## config.mk

```make
export PLATFORM = sky130hd
export DESIGN_NAME = mmio_dispatch
export DESIGN_NICKNAME = d
export VERILOG_FILES = /design/src/rtl/mmio_disp_pkg.sv /design/src/rtl/mmio_page_table.sv /design/src/rtl/mmio_xfer.sv /design/src/rtl/mmio_dispatch.sv
export SDC_FILE = /design/constraint.sdc
export NUM_CORES = 2
export LEC_CHECK = 0
export BUFFER_PORTS_ARGS = -buffer_cell sky130_fd_sc_hd__buf_2
export CAP_MARGIN = 20
export CELL_PAD_IN_SITES_DETAIL_PLACEMENT = 0
export CELL_PAD_IN_SITES_GLOBAL_PLACEMENT = 1
export CORE_ASPECT_RATIO = 1.5
export CORE_MARGIN = 2
export CORE_UTILIZATION = 45
export DETAILED_ROUTE_END_ITERATION = 10
export PLACE_DENSITY_LB_ADDON = 0.1
export SYNTH_ARGS = -nofsm -noshare
export SYNTH_HDL_FRONTEND = slang
export SYNTH_HIERARCHICAL = 1
export SYNTH_SLANG_ARGS = --single-unit
```

## constraint.sdc

```tcl
create_clock -name clk_i -period 3.5 [get_ports clk_i]
set_input_delay 0.175 -clock clk_i [delete_from_list [all_inputs] [get_ports clk_i]]
set_output_delay 0.175 -clock clk_i [all_outputs]
set_load 0.05 [all_outputs]
```

## src/rtl/mmio_disp_pkg.sv

```systemverilog
package mmio_disp_pkg;
  typedef enum logic [1:0] {PG_RAM = 2'd0, PG_DEV = 2'd1, PG_SINK = 2'd2} pg_kind_e;
  typedef enum logic [1:0] {X_IDLE = 2'd0, X_ISSUE = 2'd1, X_RESP = 2'd2} xfer_st_e;
endpackage

```

## src/rtl/mmio_page_table.sv

```systemverilog
module mmio_page_table
  import mmio_disp_pkg::*;
#(
  parameter int ADDR_W    = 32,
  parameter int PAGE_BITS = 14,
  parameter int TBL_PAGES = 64,
  parameter int RAM_PAGES = 32,
  parameter int NDEV      = 8
) (
  input  logic                          clk_i,
  input  logic                          rst_ni,
  input  logic                          reg_go_i,
  input  logic [ADDR_W-1:0]             reg_base_i,
  input  logic [ADDR_W-1:0]             reg_size_i,
  input  logic [$clog2(NDEV)-1:0]       reg_dev_i,
  input  logic                          reg_wide_i,
  output logic                          busy_o,
  output logic                          err_o,
  input  logic [ADDR_W-PAGE_BITS-1:0]   lk_page_i,
  output pg_kind_e                      lk_kind_o,
  output logic [$clog2(NDEV)-1:0]       lk_dev_o,
  output logic                          lk_wide_o,
  output logic [ADDR_W-PAGE_BITS-1:0]   lk_base_o
);
  localparam int PG_W   = ADDR_W - PAGE_BITS;
  localparam int TIDX_W = $clog2(TBL_PAGES);
  localparam int DEV_W  = $clog2(NDEV);

  pg_kind_e          kind_q [TBL_PAGES];
  logic [DEV_W-1:0]  dev_q  [TBL_PAGES];
  logic              wide_q [TBL_PAGES];
  logic [PG_W-1:0]   base_q [TBL_PAGES];

  logic              busy_q, err_q, wwide_q;
  logic [TIDX_W-1:0] cur_q;
  logic [PG_W-1:0]   left_q, wbase_q;
  logic [DEV_W-1:0]  wdev_q;

  logic [PG_W-1:0] req_pg, req_n;
  logic [PG_W:0]   req_end;
  logic            bad;

  assign req_pg  = reg_base_i[ADDR_W-1:PAGE_BITS];
  assign req_n   = reg_size_i[ADDR_W-1:PAGE_BITS];
  assign req_end = {1'b0, req_pg} + {1'b0, req_n};
  assign bad     = (|reg_base_i[PAGE_BITS-1:0]) || (|reg_size_i[PAGE_BITS-1:0]) ||
                   (req_n == '0) || (req_end > (PG_W+1)'(TBL_PAGES));

  always_ff @(posedge clk_i or negedge rst_ni) begin
    if (!rst_ni) begin
      busy_q  <= 1'b0;
      err_q   <= 1'b0;
      cur_q   <= '0;
      left_q  <= '0;
      wbase_q <= '0;
      wdev_q  <= '0;
      wwide_q <= 1'b0;
      for (int i = 0; i < TBL_PAGES; i++) begin
        kind_q[i] <= (i < RAM_PAGES) ? PG_RAM : PG_SINK;
        dev_q[i]  <= '0;
        wide_q[i] <= 1'b0;
        base_q[i] <= PG_W'(RAM_PAGES);
      end
    end else begin
      err_q <= reg_go_i && bad;
      if (reg_go_i && !bad) begin
        busy_q  <= 1'b1;
        cur_q   <= req_pg[TIDX_W-1:0];
        left_q  <= req_n;
        wbase_q <= req_pg;
        wdev_q  <= reg_dev_i;
        wwide_q <= reg_wide_i;
      end else if (busy_q) begin
        kind_q[cur_q] <= PG_DEV;
        dev_q[cur_q]  <= wdev_q;
        wide_q[cur_q] <= wwide_q;
        base_q[cur_q] <= wbase_q;
        cur_q  <= cur_q + 1'b1;
        left_q <= left_q - 1'b1;
        if (left_q == PG_W'(1)) busy_q <= 1'b0;
      end
    end
  end

  assign busy_o = busy_q;
  assign err_o  = err_q;

  logic in_tbl;
  assign in_tbl = lk_page_i < PG_W'(TBL_PAGES);

  always_comb begin
    if (in_tbl) begin
      lk_kind_o = kind_q[lk_page_i[TIDX_W-1:0]];
      lk_dev_o  = dev_q[lk_page_i[TIDX_W-1:0]];
      lk_wide_o = wide_q[lk_page_i[TIDX_W-1:0]];
      lk_base_o = base_q[lk_page_i[TIDX_W-1:0]];
    end else begin
      lk_kind_o = PG_SINK;
      lk_dev_o  = '0;
      lk_wide_o = 1'b0;
      lk_base_o = PG_W'(RAM_PAGES);
    end
  end

  AST_ERR_NO_BUSY: assert property (@(posedge clk_i) disable iff (!rst_ni)
    err_o |-> !busy_o);
  AST_WALK_ENDS: assert property (@(posedge clk_i) disable iff (!rst_ni)
    $fell(busy_o) |-> !err_o);
endmodule

```

## src/rtl/mmio_xfer.sv

```systemverilog
module mmio_xfer
  import mmio_disp_pkg::*;
#(
  parameter int ADDR_W    = 32,
  parameter int PAGE_BITS = 14,
  parameter int NDEV      = 8
) (
  input  logic                        clk_i,
  input  logic                        rst_ni,
  input  logic                        go_i,
  input  logic                        we_i,
  input  logic                        word_i,
  input  logic [ADDR_W-1:0]           addr_i,
  input  logic [31:0]                 wdata_i,
  input  pg_kind_e                    kind_i,
  input  logic [$clog2(NDEV)-1:0]     dev_i,
  input  logic                        wide_i,
  input  logic [ADDR_W-PAGE_BITS-1:0] base_i,
  output logic                        idle_o,
  output logic                        done_o,
  output logic                        miss_o,
  output logic [31:0]                 rdata_o,
  output logic                        dev_req_o,
  output logic [$clog2(NDEV)-1:0]     dev_sel_o,
  output logic                        dev_we_o,
  output logic                        dev_wide_o,
  output logic [ADDR_W-1:0]           dev_off_o,
  output logic [31:0]                 dev_wdata_o,
  input  logic [31:0]                 dev_rdata_i
);
  localparam int DEV_W = $clog2(NDEV);

  xfer_st_e         st_q;
  logic             we_q, fwd_wide_q, miss_q;
  logic [1:0]       beat_q, last_q;
  logic [ADDR_W-1:0] off_q;
  logic [31:0]      wdata_q, rdata_q;
  logic [DEV_W-1:0] sel_q;

  always_ff @(posedge clk_i or negedge rst_ni) begin
    if (!rst_ni) begin
      st_q       <= X_IDLE;
      we_q       <= 1'b0;
      fwd_wide_q <= 1'b0;
      miss_q     <= 1'b0;
      beat_q     <= '0;
      last_q     <= '0;
      off_q      <= '0;
      wdata_q    <= '0;
      rdata_q    <= '0;
      sel_q      <= '0;
    end else begin
      case (st_q)
        X_IDLE: if (go_i) begin
          we_q       <= we_i;
          wdata_q    <= wdata_i;
          sel_q      <= dev_i;
          off_q      <= addr_i - {base_i, {PAGE_BITS{1'b0}}};
          beat_q     <= '0;
          fwd_wide_q <= word_i && wide_i;
          last_q     <= (word_i && !wide_i) ? 2'd3 : 2'd0;
          miss_q     <= (kind_i == PG_RAM);
          case (kind_i)
            PG_DEV:  begin rdata_q <= '0; st_q <= X_ISSUE; end
            PG_SINK: begin rdata_q <= word_i ? 32'hFFFF_FFFF : 32'h0000_00FF; st_q <= X_RESP; end
            default: begin rdata_q <= '0; st_q <= X_RESP; end
          endcase
        end
        X_ISSUE: begin
          if (fwd_wide_q) rdata_q <= dev_rdata_i;
          else            rdata_q[8*beat_q +: 8] <= dev_rdata_i[7:0];
          beat_q <= beat_q + 1'b1;
          if (beat_q == last_q) st_q <= X_RESP;
        end
        default: st_q <= X_IDLE;
      endcase
    end
  end

  assign idle_o      = (st_q == X_IDLE);
  assign done_o      = (st_q == X_RESP);
  assign miss_o      = done_o && miss_q;
  assign rdata_o     = rdata_q;
  assign dev_req_o   = (st_q == X_ISSUE);
  assign dev_sel_o   = sel_q;
  assign dev_we_o    = we_q;
  assign dev_wide_o  = fwd_wide_q;
  assign dev_off_o   = off_q + ADDR_W'(beat_q);
  assign dev_wdata_o = fwd_wide_q ? wdata_q : {24'h0, wdata_q[8*beat_q +: 8]};

  AST_SPLIT_STEP: assert property (@(posedge clk_i) disable iff (!rst_ni)
    dev_req_o && $past(dev_req_o) |-> dev_off_o == $past(dev_off_o) + 1);
  AST_SPLIT_SEL: assert property (@(posedge clk_i) disable iff (!rst_ni)
    dev_req_o && $past(dev_req_o) |-> $stable(dev_sel_o));
  AST_WIDE_SINGLE: assert property (@(posedge clk_i) disable iff (!rst_ni)
    dev_req_o && dev_wide_o |=> !dev_req_o && done_o);
  AST_DONE_PULSE: assert property (@(posedge clk_i) disable iff (!rst_ni)
    done_o |=> !done_o);
endmodule

```

## src/rtl/mmio_dispatch.sv

```systemverilog
module mmio_dispatch
  import mmio_disp_pkg::*;
#(
  parameter int ADDR_W    = 32,
  parameter int PAGE_BITS = 14,
  parameter int TBL_PAGES = 64,
  parameter int RAM_PAGES = 32,
  parameter int NDEV      = 8
) (
  input  logic                    clk_i,
  input  logic                    rst_ni,
  input  logic                    reg_valid_i,
  input  logic [ADDR_W-1:0]       reg_base_i,
  input  logic [ADDR_W-1:0]       reg_size_i,
  input  logic [$clog2(NDEV)-1:0] reg_dev_i,
  input  logic                    reg_wide_i,
  output logic                    reg_busy_o,
  output logic                    reg_err_o,
  input  logic                    acc_valid_i,
  output logic                    acc_ready_o,
  input  logic                    acc_we_i,
  input  logic                    acc_word_i,
  input  logic [ADDR_W-1:0]       acc_addr_i,
  input  logic [31:0]             acc_wdata_i,
  output logic                    acc_done_o,
  output logic                    acc_miss_o,
  output logic [31:0]             acc_rdata_o,
  output logic                    dev_req_o,
  output logic [$clog2(NDEV)-1:0] dev_sel_o,
  output logic                    dev_we_o,
  output logic                    dev_wide_o,
  output logic [ADDR_W-1:0]       dev_off_o,
  output logic [31:0]             dev_wdata_o,
  input  logic [31:0]             dev_rdata_i
);
  localparam int PG_W  = ADDR_W - PAGE_BITS;
  localparam int DEV_W = $clog2(NDEV);

  logic             xfer_idle, reg_go, acc_go;
  pg_kind_e         lk_kind;
  logic [DEV_W-1:0] lk_dev;
  logic             lk_wide;
  logic [PG_W-1:0]  lk_base;

  assign reg_go      = reg_valid_i && !reg_busy_o && xfer_idle;
  assign acc_ready_o = xfer_idle && !reg_busy_o && !reg_valid_i;
  assign acc_go      = acc_valid_i && acc_ready_o;

  mmio_page_table #(
    .ADDR_W(ADDR_W), .PAGE_BITS(PAGE_BITS), .TBL_PAGES(TBL_PAGES),
    .RAM_PAGES(RAM_PAGES), .NDEV(NDEV)
  ) u_tbl (
    .clk_i      (clk_i),
    .rst_ni     (rst_ni),
    .reg_go_i   (reg_go),
    .reg_base_i (reg_base_i),
    .reg_size_i (reg_size_i),
    .reg_dev_i  (reg_dev_i),
    .reg_wide_i (reg_wide_i),
    .busy_o     (reg_busy_o),
    .err_o      (reg_err_o),
    .lk_page_i  (acc_addr_i[ADDR_W-1:PAGE_BITS]),
    .lk_kind_o  (lk_kind),
    .lk_dev_o   (lk_dev),
    .lk_wide_o  (lk_wide),
    .lk_base_o  (lk_base)
  );

  mmio_xfer #(.ADDR_W(ADDR_W), .PAGE_BITS(PAGE_BITS), .NDEV(NDEV)) u_xfer (
    .clk_i       (clk_i),
    .rst_ni      (rst_ni),
    .go_i        (acc_go),
    .we_i        (acc_we_i),
    .word_i      (acc_word_i),
    .addr_i      (acc_addr_i),
    .wdata_i     (acc_wdata_i),
    .kind_i      (lk_kind),
    .dev_i       (lk_dev),
    .wide_i      (lk_wide),
    .base_i      (lk_base),
    .idle_o      (xfer_idle),
    .done_o      (acc_done_o),
    .miss_o      (acc_miss_o),
    .rdata_o     (acc_rdata_o),
    .dev_req_o   (dev_req_o),
    .dev_sel_o   (dev_sel_o),
    .dev_we_o    (dev_we_o),
    .dev_wide_o  (dev_wide_o),
    .dev_off_o   (dev_off_o),
    .dev_wdata_o (dev_wdata_o),
    .dev_rdata_i (dev_rdata_i)
  );

  AST_REG_EXCL: assert property (@(posedge clk_i) disable iff (!rst_ni)
    reg_busy_o |-> !dev_req_o && !acc_ready_o);
  AST_MISS_NO_REQ: assert property (@(posedge clk_i) disable iff (!rst_ni)
    acc_miss_o |-> !$past(dev_req_o));
endmodule

```

==> run_results.csv <==
group,metric,value,unit
run_status,status,"complete, but fails checks",
run_status,failed_checks,"setup timing",
global_route,grt_first_pass_wirelength,376000,um
die,core.rowCount,194,
die,dieArea,190000,um2
sta,fin_skew,40.2,ps
pwr,seqPwrFrac,48.1,%
place,numPortBuffers,276,
setup_path,critPathKind,"reg -> reg",
cells_and_area,stdcell_area,103000,um2
pwr,finalPower,40.7,mW
clocking,cts_sinks,1691,
routing,wl_per_cell,28.3,um
synth,ys.warnings.count,6,
routing,vias,49800,
synth,ys_seq_area_share,50.5,%
sta,period_needed,3970,ps
die,ios,277,
clocking,root_buffer,"clkbuf_16",
setup_path,rr_startpoint,"u_tbl/base_q[810]",
cells_and_area,n_fill_cell,14900,
cells_and_area,drive_above_1_share,56.4,%
synth,ys_ff_latch,1691,
global_route,antenna_found_initial,11,
place,hpwl,173000,um
sta,finalSetupTns,-3920,ps
sta,slew_violations,0,
synth,syn_avg_cell_area,15.8,um2
clocking,clockBufferDepth,4,
min_path,min_path_type,"in -> reg",
clocking,clk_pin_slew,70,ps
global_route,first_global_vias,54400,
die,core,186000,um2
global_route,grt_util_met2,46.7,%
setup_path,cp_max_fo,2,
die,start_util,45.2,%
pwr,powerDensity,396,nW/um2
synth,synth_area,84000,um2
setup_path,crit_path_start_kind,"flop",
synth,synthFlopType,"dfrtp_1",
sta,period_share,113,%
sta,setup_slack,-466,ps
routing,detail-route-antenna-nets,0,
clocking,tritoncts,"built",
setup_path,cp-end-kind,"flop",
synth,syn_nets,5522,
clocking,cts-htree-levels,4,
clocking,cts_buffers,176,
global_route,grt-busiest-layer,"met2",
pwr,power.switching,9.21,mW
pwr,p_comb_share,5.1,%
cells_and_area,final_cell_mix,"dfrtp_1 (1571), mux2_4 (982), buf_4 (747), mux4_2 (504), mux2_2 (408)",
place,dpl_cell_area,95100,um2
cells_and_area,multi_input_area,38900,um2
synth,synth_cell_types,82,
routing,dr.pass1.iters,7,
setup_path,arrival,4680,ps
routing,post_drt_via_cell_ratio,5.56,
die,die_x,357,um
global_route,overflow,0,
global_route,grt_usage,26.8,%
pwr,ir_drop,0.379,mV
global_route,grt_max_degree,97,
place,globalplace.congestion,0.856,
cells_and_area,seqCellArea,42500,um2
setup_path,cp-startpoint,"u_tbl/base_q[810]",
global_route,grtUsageMet3,2.94,%
cells_and_area,finalNetCount,6581,
global_route,use_met1,35.4,%
routing,wirelength,253000,um
min_path,hp-start,"acc_addr_i[20]",
pwr,intPower,31.5,mW
sta,hold_viol_final,0,
synth,synth_edf_count,0,
sta,relSlewSlack,24.7,%
routing,drt-initial-drc-count,3509,
die,die_y,533,um
sta,worst_pin_slew,1130,ps
sta,finalSetupViolCount,14,
pwr,p_clk_share,46.8,%
cells_and_area,utilization,55.3,%
synth,postSynthCellCount,5305,
sta,maxClockFrequency,252,MHz
job,drv_cap,0,
setup_path,cp.required,4220,ps
synth,async_flop_share,100,%
clocking,insertion_delay,820,ps
routing,drc,0,
pwr,p_sw_share,22.6,%
sta,rsz0062_at_grt,"true",
cells_and_area,syn2layout_area_growth,22.3,%
cells_and_area,final_common_cell,"dfrtp_1",
pwr,leakagePower,47.6,nW
==> kinds of logic after synthesis <==
kind of cell             synth area share (%)
AO/OA/AOI/OAI                            2.27
XOR/XNOR                                0.698
adder cells (fa/ha/maj)                 0.726
buffers and inverters                    3.49
flip-flops                               50.5
multiplexers                             36.9
AND/OR/NAND/NOR                          5.43
==> worst paths after layout <==
kind,slack (ps),end,cells past startpoint
min,40,u_xfer/off_q[20],5
max,-470,u_xfer/off_q[30],12
max reg2reg,-470,u_xfer/off_q[30],12
min reg2reg,460,u_tbl/kind_q[10],1
max in group asynchronous,2240,u_tbl/kind_q[19],3
min in group asynchronous,60,u_xfer/rdata_o[20],2
==> critical path: stages, from the launching register on <==
cell	delay [ps]
dfrtp_1	410
mux4_2	480
mux4_2	570
mux4_2	520
nor2b_4	150
ha_2	200
fa_2	340
and2b_2	260
o2111ai_4	140
a31oi_4	210
a31oi_2	120
or3_1	310
a31oi_1	170
==> layout make-up <==
class / count / share of cell area, %
diodes: 2 / 0.00487
clock buffers: 253 / 4.97
clock inverters: 55 / 0.616
inverters: 32 / 0.117
multi-input cells: 3103 / 37.9
flip-flops and latches: 1691 / 41.3
well taps: 2450 / 2.98
repair buffers: 1360 / 12.1
==> through the flow <==
stage,worst slack (ps),std cells,hold slack (ps)
after floorplan,-408,5305,-121
after global placement,-871,8473,292
after detailed placement,-918,8473,288
after CTS,-470,8918,1.10
after global routing,-520,8945,50.9
final,-466,8946,42.7
==> state kept, by name, summed over array words and instances (netlist names), 2 cells and up <==
register          flops
u_tbl/base_q       1152
u_tbl/dev_q         192
u_tbl/kind_q        128
u_tbl/wide_q         64
u_xfer/off_q         32
u_xfer/rdata_o       32
u_xfer/wdata_q       32
u_tbl/left_q         18
u_tbl/wbase_q        18
u_tbl/cur_q           6
u_tbl/wdev_q          3
u_xfer/dev_sel_o      3
u_xfer/beat_q         2
u_xfer/st_q           2
==> power by group through the flow <==
stage / clock (mW) / sequential, mW / combinational [mW]
6_report: 19.1 / 19.6 / 2.08
5_1_grt: 20.3 / 19.5 / 2.27
4_1_cts: 19.5 / 19.6 / 2.09
3_5_place_dp: 0 / 19.9 / 1.95
3_3_place_gp: 0 / 19.9 / 1.95
2_1_floorplan: 0 / 20.0 / 0.781
==> per-layer routing <==
layer	routed length [um]	vias to the layer above
met2	130000	1069
met1	107000	26800
met3	9120	325
met4	7240	6
met5	34	-
li1	-	21500
==> synthesized netlist by cell type (all sizes together) (44+ instances only) <==
| cell type | count | share of area [%] |
|---|---|---|
| a21oi | 106 | 0.64 |
| buf | 207 | 2.1 |
| clkbuf | 273 | 1.2 |
| dfrtp | 1595 | 47 |
| dfstp | 96 | 3.0 |
| ha | 44 | 0.66 |
| mux2 | 1416 | 23 |
| mux4 | 504 | 14 |
| nand2 | 294 | 1.3 |
| nor2 | 102 | 0.46 |
| nor2b | 92 | 0.69 |
| nor3 | 66 | 1.1 |
| o21ai | 46 | 0.27 |
| or2 | 70 | 0.52 |
==> timing repair <==
item / in CTS / in global routing
resized for setup: 32 / 32
buffers inserted: 7 / 22
setup endpoints to repair: 20 / 333
hold buffers: 130 / 0
gates cloned: 0 / 3
pin swaps: 22 / 38
endpoints found under the hold margin: 296 / 0
Note: power is estimated with default switching activity, not from simulation.
